==> src/rtl/csd_pkg.sv <==
package csd_pkg;
  typedef enum logic {
    MODE_PEAK  = 1'b0,
    MODE_DROOP = 1'b1
  } csd_mode_e;

  function automatic int csd_max(input int a, input int b);
    return (a > b) ? a : b;
  endfunction
endpackage

==> src/rtl/csd_sched.sv <==
module csd_sched
  import csd_pkg::*;
#(
  parameter int SAMPLE_DIV = 100,
  parameter int CONV_DIV   = 2,
  parameter int PEAK_LOG2  = 5,
  parameter int NDV_LOG2   = 4
) (
  input  logic      clk,
  input  logic      rst_n,
  input  logic      tick_i,
  input  logic      mode_i,
  output logic      start_o,
  output logic      conv_req_o,
  output csd_mode_e win_mode_o
);
  localparam int SW = $clog2(SAMPLE_DIV + 1);
  localparam int CW = $clog2(CONV_DIV + 1);
  localparam int NW = csd_max(PEAK_LOG2, NDV_LOG2) + 1;

  logic [SW-1:0] samp_q, samp_d;
  logic [CW-1:0] conv_q, conv_d;
  logic [NW-1:0] nreq_q, nreq_d, nlen;
  logic          open_q, open_d, req_d, wrap;
  csd_mode_e     mode_q, mode_d;

  always_comb begin
    wrap   = tick_i && (samp_q == SW'(SAMPLE_DIV - 1));
    samp_d = samp_q;
    if (tick_i) samp_d = wrap ? '0 : samp_q + SW'(1);
    nlen   = (mode_q == MODE_PEAK) ? NW'(1 << PEAK_LOG2) : NW'(1 << NDV_LOG2);
    open_d = open_q;
    conv_d = conv_q;
    nreq_d = nreq_q;
    mode_d = mode_q;
    req_d  = 1'b0;
    if (wrap) begin
      open_d = 1'b1;
      conv_d = '0;
      nreq_d = '0;
      mode_d = csd_mode_e'(mode_i);
    end else if (open_q && tick_i) begin
      if (conv_q == '0) begin
        req_d  = 1'b1;
        nreq_d = nreq_q + NW'(1);
        if (nreq_d == nlen) open_d = 1'b0;
      end
      conv_d = (conv_q == CW'(CONV_DIV - 1)) ? '0 : conv_q + CW'(1);
    end
  end

  always_ff @(posedge clk or negedge rst_n) begin
    if (!rst_n) begin
      samp_q  <= '0;
      conv_q  <= '0;
      nreq_q  <= '0;
      open_q  <= 1'b0;
      mode_q  <= MODE_PEAK;
      start_o <= 1'b0;
      conv_req_o <= 1'b0;
    end else begin
      samp_q  <= samp_d;
      conv_q  <= conv_d;
      nreq_q  <= nreq_d;
      open_q  <= open_d;
      mode_q  <= mode_d;
      start_o <= wrap;
      conv_req_o <= req_d;
    end
  end

  assign win_mode_o = mode_q;
endmodule

==> src/rtl/csd_avg.sv <==
module csd_avg
  import csd_pkg::*;
#(
  parameter int ADC_W     = 12,
  parameter int PEAK_LOG2 = 5,
  parameter int NDV_LOG2  = 4
) (
  input  logic             clk,
  input  logic             rst_n,
  input  logic             start_i,
  input  csd_mode_e        mode_i,
  input  logic             valid_i,
  input  logic [ADC_W-1:0] data_i,
  output logic [ADC_W-1:0] avg_o,
  output logic             avg_valid_o,
  output csd_mode_e        avg_mode_o
);
  localparam int MAXL = csd_max(PEAK_LOG2, NDV_LOG2);
  localparam int AW   = ADC_W + MAXL;
  localparam int NW   = MAXL + 1;

  logic [AW-1:0]    acc_q, acc_d, sum;
  logic [NW-1:0]    cnt_q, cnt_d, nlen;
  logic             armed_q, armed_d, done_d;
  logic [ADC_W-1:0] avg_d;
  csd_mode_e        omode_d;

  always_comb begin
    nlen    = (mode_i == MODE_PEAK) ? NW'(1 << PEAK_LOG2) : NW'(1 << NDV_LOG2);
    sum     = acc_q + AW'(data_i);
    acc_d   = acc_q;
    cnt_d   = cnt_q;
    armed_d = armed_q;
    done_d  = 1'b0;
    avg_d   = avg_o;
    omode_d = avg_mode_o;
    if (start_i) begin
      acc_d   = '0;
      cnt_d   = '0;
      armed_d = 1'b1;
    end else if (armed_q && valid_i) begin
      if (cnt_q == nlen - NW'(1)) begin
        done_d  = 1'b1;
        armed_d = 1'b0;
        omode_d = mode_i;
        avg_d   = (mode_i == MODE_PEAK) ? ADC_W'(sum >> PEAK_LOG2)
                                        : ADC_W'(sum >> NDV_LOG2);
      end else begin
        acc_d = sum;
        cnt_d = cnt_q + NW'(1);
      end
    end
  end

  always_ff @(posedge clk or negedge rst_n) begin
    if (!rst_n) begin
      acc_q       <= '0;
      cnt_q       <= '0;
      armed_q     <= 1'b0;
      avg_o       <= '0;
      avg_valid_o <= 1'b0;
      avg_mode_o  <= MODE_PEAK;
    end else begin
      acc_q       <= acc_d;
      cnt_q       <= cnt_d;
      armed_q     <= armed_d;
      avg_o       <= avg_d;
      avg_valid_o <= done_d;
      avg_mode_o  <= omode_d;
    end
  end
endmodule

==> src/rtl/csd_peak.sv <==
module csd_peak
  import csd_pkg::*;
#(
  parameter int ADC_W     = 12,
  parameter int PEAK_DROP = 3,
  parameter int NDV_DROP  = 12,
  parameter int BAND_LO   = 1000,
  parameter int BAND_HI   = 2000
) (
  input  logic             clk,
  input  logic             rst_n,
  input  logic             valid_i,
  input  logic [ADC_W-1:0] avg_i,
  input  csd_mode_e        mode_i,
  input  logic             clear_i,
  input  logic             holdoff_i,
  output logic             term_o
);
  logic [ADC_W-1:0] peak_q, peak_d, fall, thr;
  logic             have_q, have_d, term_d, in_band, dropped;

  always_comb begin
    thr     = (mode_i == MODE_PEAK) ? ADC_W'(PEAK_DROP) : ADC_W'(NDV_DROP);
    fall    = peak_q - avg_i;
    in_band = (avg_i > ADC_W'(BAND_LO)) && (avg_i < ADC_W'(BAND_HI));
    dropped = have_q && (peak_q >= avg_i) && (fall >= thr);
    peak_d  = peak_q;
    have_d  = have_q;
    term_d  = 1'b0;
    if (clear_i) begin
      peak_d = '0;
      have_d = 1'b0;
    end else if (valid_i) begin
      if (!have_q || (avg_i > peak_q)) begin
        peak_d = avg_i;
        have_d = 1'b1;
      end
      term_d = dropped && in_band && !holdoff_i;
    end
  end

  always_ff @(posedge clk or negedge rst_n) begin
    if (!rst_n) begin
      peak_q <= '0;
      have_q <= 1'b0;
      term_o <= 1'b0;
    end else begin
      peak_q <= peak_d;
      have_q <= have_d;
      term_o <= term_d;
    end
  end
endmodule

==> src/rtl/cell_slope_detect.sv <==
module cell_slope_detect
  import csd_pkg::*;
#(
  parameter int ADC_W      = 12,
  parameter int CONV_DIV   = 57,
  parameter int SAMPLE_DIV = 17_000_000,
  parameter int PEAK_LOG2  = 5,
  parameter int NDV_LOG2   = 4,
  parameter int PEAK_DROP  = 3,
  parameter int NDV_DROP   = 12,
  parameter int BAND_LO    = 1000,
  parameter int BAND_HI    = 2000
) (
  input  logic             clk,
  input  logic             rst_n,
  input  logic             tick_i,
  input  logic [ADC_W-1:0] adc_data_i,
  input  logic             adc_valid_i,
  input  logic             mode_i,
  input  logic             clear_i,
  input  logic             holdoff_i,
  output logic             conv_req_o,
  output logic [ADC_W-1:0] avg_o,
  output logic             avg_valid_o,
  output logic             term_o
);
  logic      win_start;
  csd_mode_e win_mode, avg_mode;

  csd_sched #(
    .SAMPLE_DIV(SAMPLE_DIV), .CONV_DIV(CONV_DIV),
    .PEAK_LOG2(PEAK_LOG2), .NDV_LOG2(NDV_LOG2)
  ) u_sched (
    .clk(clk), .rst_n(rst_n), .tick_i(tick_i), .mode_i(mode_i),
    .start_o(win_start), .conv_req_o(conv_req_o), .win_mode_o(win_mode)
  );

  csd_avg #(
    .ADC_W(ADC_W), .PEAK_LOG2(PEAK_LOG2), .NDV_LOG2(NDV_LOG2)
  ) u_avg (
    .clk(clk), .rst_n(rst_n), .start_i(win_start), .mode_i(win_mode),
    .valid_i(adc_valid_i), .data_i(adc_data_i),
    .avg_o(avg_o), .avg_valid_o(avg_valid_o), .avg_mode_o(avg_mode)
  );

  csd_peak #(
    .ADC_W(ADC_W), .PEAK_DROP(PEAK_DROP), .NDV_DROP(NDV_DROP),
    .BAND_LO(BAND_LO), .BAND_HI(BAND_HI)
  ) u_peak (
    .clk(clk), .rst_n(rst_n), .valid_i(avg_valid_o), .avg_i(avg_o),
    .mode_i(avg_mode), .clear_i(clear_i), .holdoff_i(holdoff_i),
    .term_o(term_o)
  );
endmodule

==> config.mk <==
export PLATFORM = sky130hd
export DESIGN_NAME = cell_slope_detect
export DESIGN_NICKNAME = d
export VERILOG_FILES = /design/src/rtl/csd_pkg.sv /design/src/rtl/csd_sched.sv /design/src/rtl/csd_avg.sv /design/src/rtl/csd_peak.sv /design/src/rtl/cell_slope_detect.sv
export SDC_FILE = /design/constraint.sdc
export NUM_CORES = 1
export LEC_CHECK = 0
export ABC_AREA = 1
export ABC_CLOCK_PERIOD_IN_PS = 3900
export BUFFER_PORTS_ARGS = -buffer_cell sky130_fd_sc_hd__buf_2
export CORE_MARGIN = 10
export CORE_UTILIZATION = 55
export DETAILED_ROUTE_END_ITERATION = 7
export GPL_TIMING_DRIVEN = 0
export PLACE_DENSITY = 0.84
export SLEW_MARGIN = 10
export SYNTH_ARGS = -nofsm -noshare
export SYNTH_HDL_FRONTEND = slang
export SYNTH_HIERARCHICAL = 1
export SYNTH_SLANG_ARGS = --single-unit
==> constraint.sdc <==
create_clock -name clk -period 3.9 [get_ports clk]
set_clock_uncertainty 0.05 [all_clocks]
set_input_delay 0 -clock clk [delete_from_list [all_inputs] [get_ports clk]]
set_output_delay 0 -clock clk [all_outputs]
set_load 0.01 [all_outputs]
==> Yosys cells after proc, flatten, opt, wreduce, memory -nomap -nowiden <==
Index checks and enable logic that the tools add are counted.
{ "word_totals": {"register_bits": 93, "word_cells": 96, "in_bits": 19} }
{ "op_classes": {"reduce_logical": 25, "muxes": 37, "order_cmp": 5, "n_bitwise": 1, "n_eq_ne": 5, "add_sub_neg": 7} }
{ "op_table": {"columns": ["cell", "n"], "rows": [
  ["$mux W6", 10],
  ["$mux W17", 3],
  ["$mux W12", 4],
  ["$add A25 B1 Y25 const B", 1],
  ["$eq A25 B25 Y1 const B", 1],
  ["$mux W25", 1],
  ["$ge A12 B12 Y1", 2],
  ["$add A6 B1 Y6 const B", 3],
  ["$mux W1", 18],
  ["$add A17 B12 Y17", 1],
  ["$reduce_bool A2 Y1", 7],
  ["$eq A6 B6 Y1", 2],
  ["$gt A12 B10 Y1 const B", 1],
  ["$gt A12 B12 Y1", 1],
  ["$lt A12 B11 Y1 const B", 1],
  ["$sub A12 B12 Y12", 1],
  ["$logic_and A1 B1 Y1", 8],
  ["$reduce_and A2 Y1", 4],
  ["$eq A6 B6 Y1 const B", 1],
  ["$logic_not A6 Y1", 1],
  ["$reduce_and A3 Y1", 2],
  ["$sub A6 B1 Y6 const B", 1],
  ["$mux W4", 1],
  ["$logic_not A1 Y1", 2],
  ["3 further kinds", 3]
]} }

==> Depth between registers and ports, before layout <==
{ "depth": {"word_depth": 7, "mapped_depth": 16} }

==> By module <==
Netlist, hierarchy kept.
{ "modules_own_cells": {"columns": ["module", "area_per_inst_um2", "seq_area_each_um2", "instances", "cells_each"], "rows": [
  ["csd_sched", 2642.5, 1026.0, 1, 381],
  ["csd_avg", 2493.6, 950.9, 1, 352],
  ["csd_peak", 1522.7, 350.3, 1, 229]
]} }

==> Worst setup path before layout <==
OpenSTA, ideal clock, no wires.
{ "synth_path": {"kind": "register -> register", "from": "register u_avg.avg_o[0]", "to": "register u_peak.term_o", "arrival_time_ns": 1.964, "required_ns": 3.727, "path_stages_with_launch": 15, "setup_slack_ns": 1.763, "path_cell_list": "dfrtp_1 -> ha_1 -> fa_1 -> inv_1 -> ha_1 -> nand2_1 -> nand2_1 -> nand2_1 -> nand2_1 -> nand2_1 -> nand2_1 -> nor2_1 -> nand3_1 -> nor2_1 -> a21oi_1"} }
{ "synth_via": {"elab_chain_len": 7, "word_cells_on_any_way": 12} }
{ "synth_rtl": {"columns": ["item", "line", "rtl"], "rows": [
  ["start: declaration", "csd_avg.sv:14", "output logic [ADC_W-1:0] avg_o,"],
  ["start signal: assignment", "csd_avg.sv:67", "avg_o <= avg_d;"],
  ["$sub A12 B12 Y12 or $ge A12 B12 Y1 (tied branches)", "csd_peak.sv:24, csd_peak.sv:26", null],
  ["$ge A12 B12 Y1 or $logic_and A1 B1 Y1 (tied branches)", "csd_peak.sv:26", "dropped = have_q && (peak_q >= avg_i) && (fall >= thr);"],
  ["$logic_and A1 B1 Y1", "csd_peak.sv:26", null],
  ["$logic_and A1 B1 Y1 * (2 in series)", "csd_peak.sv:38", "term_d = dropped && in_band && !holdoff_i;"],
  ["$mux W1 *", "csd_peak.sv:33", "end else if (valid_i) begin"],
  ["$mux W1 *", "csd_peak.sv:30", "if (clear_i) begin"],
  ["named net u_peak.term_d", "csd_peak.sv:20", "logic have_q, have_d, term_d, in_band, dropped;"],
  ["end signal: assignment", "csd_peak.sv:50", "term_o <= term_d;"],
  ["end: declaration", "csd_peak.sv:17", "output logic term_o"]
]} }
The timed path passes the listed nets; every way through them passes the cells marked *.
A chain may end at the register's enable or synchronous reset.

==> Final worst setup path <==
{ "layout_path": {"from": "register u_avg.avg_o[0]", "to": "register u_peak.peak_q[6]"} }
{ "layout_via": {"elab_chain_len": 4} }
{ "layout_rtl": {"columns": ["item", "line", "rtl"], "rows": [
  ["$gt A12 B12 Y1", "csd_peak.sv:34", "if (!have_q || (avg_i > peak_q)) begin"],
  ["$logic_or A1 B1 Y1", "csd_peak.sv:34", null],
  ["$reduce_bool A2 Y1 (no line)", null, null],
  ["$reduce_and A2 Y1 (no line)", null, null],
  ["end signal: assignment", "csd_peak.sv:48", "peak_q <= peak_d;"],
  ["end: declaration", "csd_peak.sv:19", "logic [ADC_W-1:0] peak_q, peak_d, fall, thr;"]
]} }
Every way passes these cells.

==> out/metrics.csv <==
metric;value;unit
run_status;finished clean;
drtAntennaViolNets;0;
cts_resized;0;
max_cap_violations;0;
synthTopCellsByCount;nand2_1, inv_1, nand3_1;
insertion_delay;0.35;ns
num-nets-final;1065;
irDropWorstVdd;0.4193;mV
h-tree-depth;3;
ys_async_sr_fraction;100.0;%
yosysUniqueCellTypes;48;
rows;40;
critPathRequiredTime;4.12;ns
drive_above_1_share;12.01;%
met1_usage;23.29;%
critPathCaptureType;flip-flop;
min_path_type;in2reg;
cts.sinks;93;
fin_ws;1.571;ns
ys_warn_count;6;
r2r_start;u_avg/avg_o[0]$_DFFE_PN0P_;
initial_core_util;55.90;%
synthFlopType;dfrtp_1;
ios;34;
coreArea;0.01191;mm^2
grtUsageTotal;18.83;%
dp_cells;1142;
rsz0062_at_grt;false;
maxSlewHeadroom;63.66;%
syn_nets;1016;
leakage;4.080;nW
tightest_slew;0.5451;ns
hold_path.startpoint;holdoff_i;
netlist.area_leader.share;34.95;%
cp_max_fo;10;
cts_made_buffers;9;
place.gp.congestion;0.9346;
avgSynthCellArea;6.922;um^2
post-place-ws;1.614;ns
synth_cells;962;
wl_per_cell;13.04;um
grt_most_used_layer;met2;
finalWirelength;15170;um
clockBufferDepth;2;
grt_max_degree;56;
fp.dieW;130.0;um
holdBufCountCts;5;
layout.cells.non_filler;1163;
setup.worst_path.start;u_avg/avg_o[0]$_DFFE_PN0P_;
die_h;130.0;um
synth_area_leaders;dfrtp_1, nand2_1, nand3_1, inv_1, ha_1;
setup-tns-final;0;ns
synth_top_cell_by_area;dfrtp_1;
dpl.hpwl;11470;um
critical_path_class;reg2reg;
arrival;2.55;ns
vias;6158;
clock-root-buffer;clkbuf_16;
avgViaCountPerCell;5.295;
grt_pass1_vias;5892;
antenna_found_initial;0;
grt_overflow;0;
met2_usage;32.46;%
drt-initial-drc-count;365;
fmax;0.4295;GHz
cts_tree;yes;
powerDensity;615.7;mW/mm^2
setup_viol;0;
met3_usage;2.759;%
grt_pass1_wl;26340;um
portBuffers;32;
synth_edf_count;0;
ys_ff_latch;93;
syn_area;0.006659;mm^2
drv_slew;0;
cts.clk_slew.worst_paths;0.07;ns
yosysMostFrequentCell;nand2_1;
first_pass_iters;5;
crit_path_start_kind;flip-flop;
n_antenna_cell;0;
synth_seq_area_share;34.95;%
post-cts-setup-buffers;0;
fin_util;62.27;%
hold_viol_final;0;
post-route-min-period;2.329;ns
dieArea;0.01691;mm^2
area_growth;11.39;%
fin_crit_sh;59.71;%
drc;0;
## path summary, 6_finish.rpt
kind / slack [ns] / to / cells past startpoint
max: 1.57 / u_peak/peak_q[6]$_DFFE_PN0P_ / 14
min: 0.05 / u_peak/term_o$_DFF_PN0_ / 6
max reg2reg: 1.57 / u_peak/peak_q[6]$_DFFE_PN0P_ / 14
min reg2reg: 0.44 / u_avg/acc_q[5]$_DFFE_PN0P_ / 2
max in group asynchronous: 3.03 / u_sched/samp_q[5]$_DFFE_PN0P_ / 3
min in group asynchronous: 0.13 / u_avg/acc_q[2]$_DFFE_PN0P_ / 2
## cell families after synthesis
logic type | after synthesis | synth area share [%]
simple gates | 582 | 39.16
compound gates | 72 | 6.708
mux | 1 | 0.1503
buf+inv | 163 | 10.13
fa+ha+maj | 35 | 6.802
flops | 93 | 34.95
xor+xnor | 16 | 2.104
## flip-flops by register name (all words and copies together), names as in the netlist
name,count
u_sched/start_o,1
u_avg/avg_o,12
u_sched/samp_q,25
u_sched/conv_req_o,1
u_sched/conv_q,6
u_peak/peak_q,12
u_sched/open_q,1
u_sched/nreq_q,6
u_avg/avg_valid_o,1
u_avg/avg_mode_o,1
u_avg/armed_q,1
u_avg/cnt_q,6
u_sched/win_mode_o,1
u_avg/acc_q,17
u_peak/have_q,1
u_peak/term_o,1
## worst max-delay path, stage by stage, from the launching register on
cell,delay (ns)
dfrtp_1,0.43
ha_1,0.25
fa_1,0.41
inv_1,0.09
nand3_1,0.06
nand2_1,0.10
nand2_1,0.08
nand2_2,0.08
nand2_1,0.07
nand3b_2,0.09
nand3_2,0.09
o21ai_4,0.12
buf_8,0.20
nand2_2,0.07
o21ai_2,0.06
## layout by cell type, fill, tap and decap left out, types with 6 or more instances in the layout
master and n:
nand2_1 297, nand2_2 14, buf_2 36, nand3b_1 6
o21ai_2 12, nand4_1 18, nor2_4 7, o21ai_0 18
nor3_1 9, clkbuf_16 9, xor2_1 11, nor2_1 95
inv_1 140, dfrtp_1 93, nand3_1 111, inv_2 6
a21oi_1 27, ha_1 33
## layer usage
metal,vias up,share of wire (%)
li1,3144,-
met1,2888,46
met2,112,48
met3,14,3.9
met4,0,1.5
met5,-,0
## power breakdown
part / leakage (nW) / internal (mW) / total, mW / switching [mW]
Combinational: 2.73 / 0.822 / 2.20 / 1.38
Clock: 0.162 / 0.597 / 0.969 / 0.372
Sequential: 1.19 / 1.18 / 1.40 / 0.221
Total: 4.08 / 2.60 / 4.57 / 1.97
## per-stage QoR
stage | area [um^2] | hold WS [ns] | total power, mW
global placement | 7003 | 0.1459 | 3.499
floorplan | 6659 | -0.3456 | 3.080
detailed placement | 7033 | -0.03466 | 3.575
finish | 7417 | 0.04931 | 4.567
CTS | 7417 | 0.03562 | 4.581
global route | 7417 | 0.07882 | 4.993
## cell type report
class,instances,area (um^2)
repair buffers,38,240.2
fillers,1124,4494
clock buffers,11,252.7
multi-input cells,706,3657
inverters,147,551.8
flip-flops and latches,93,2327
plain buffers,16,122.6
clock inverters,5,81.33
well taps,147,183.9
Note: power is estimated with default switching activity, not from simulation.
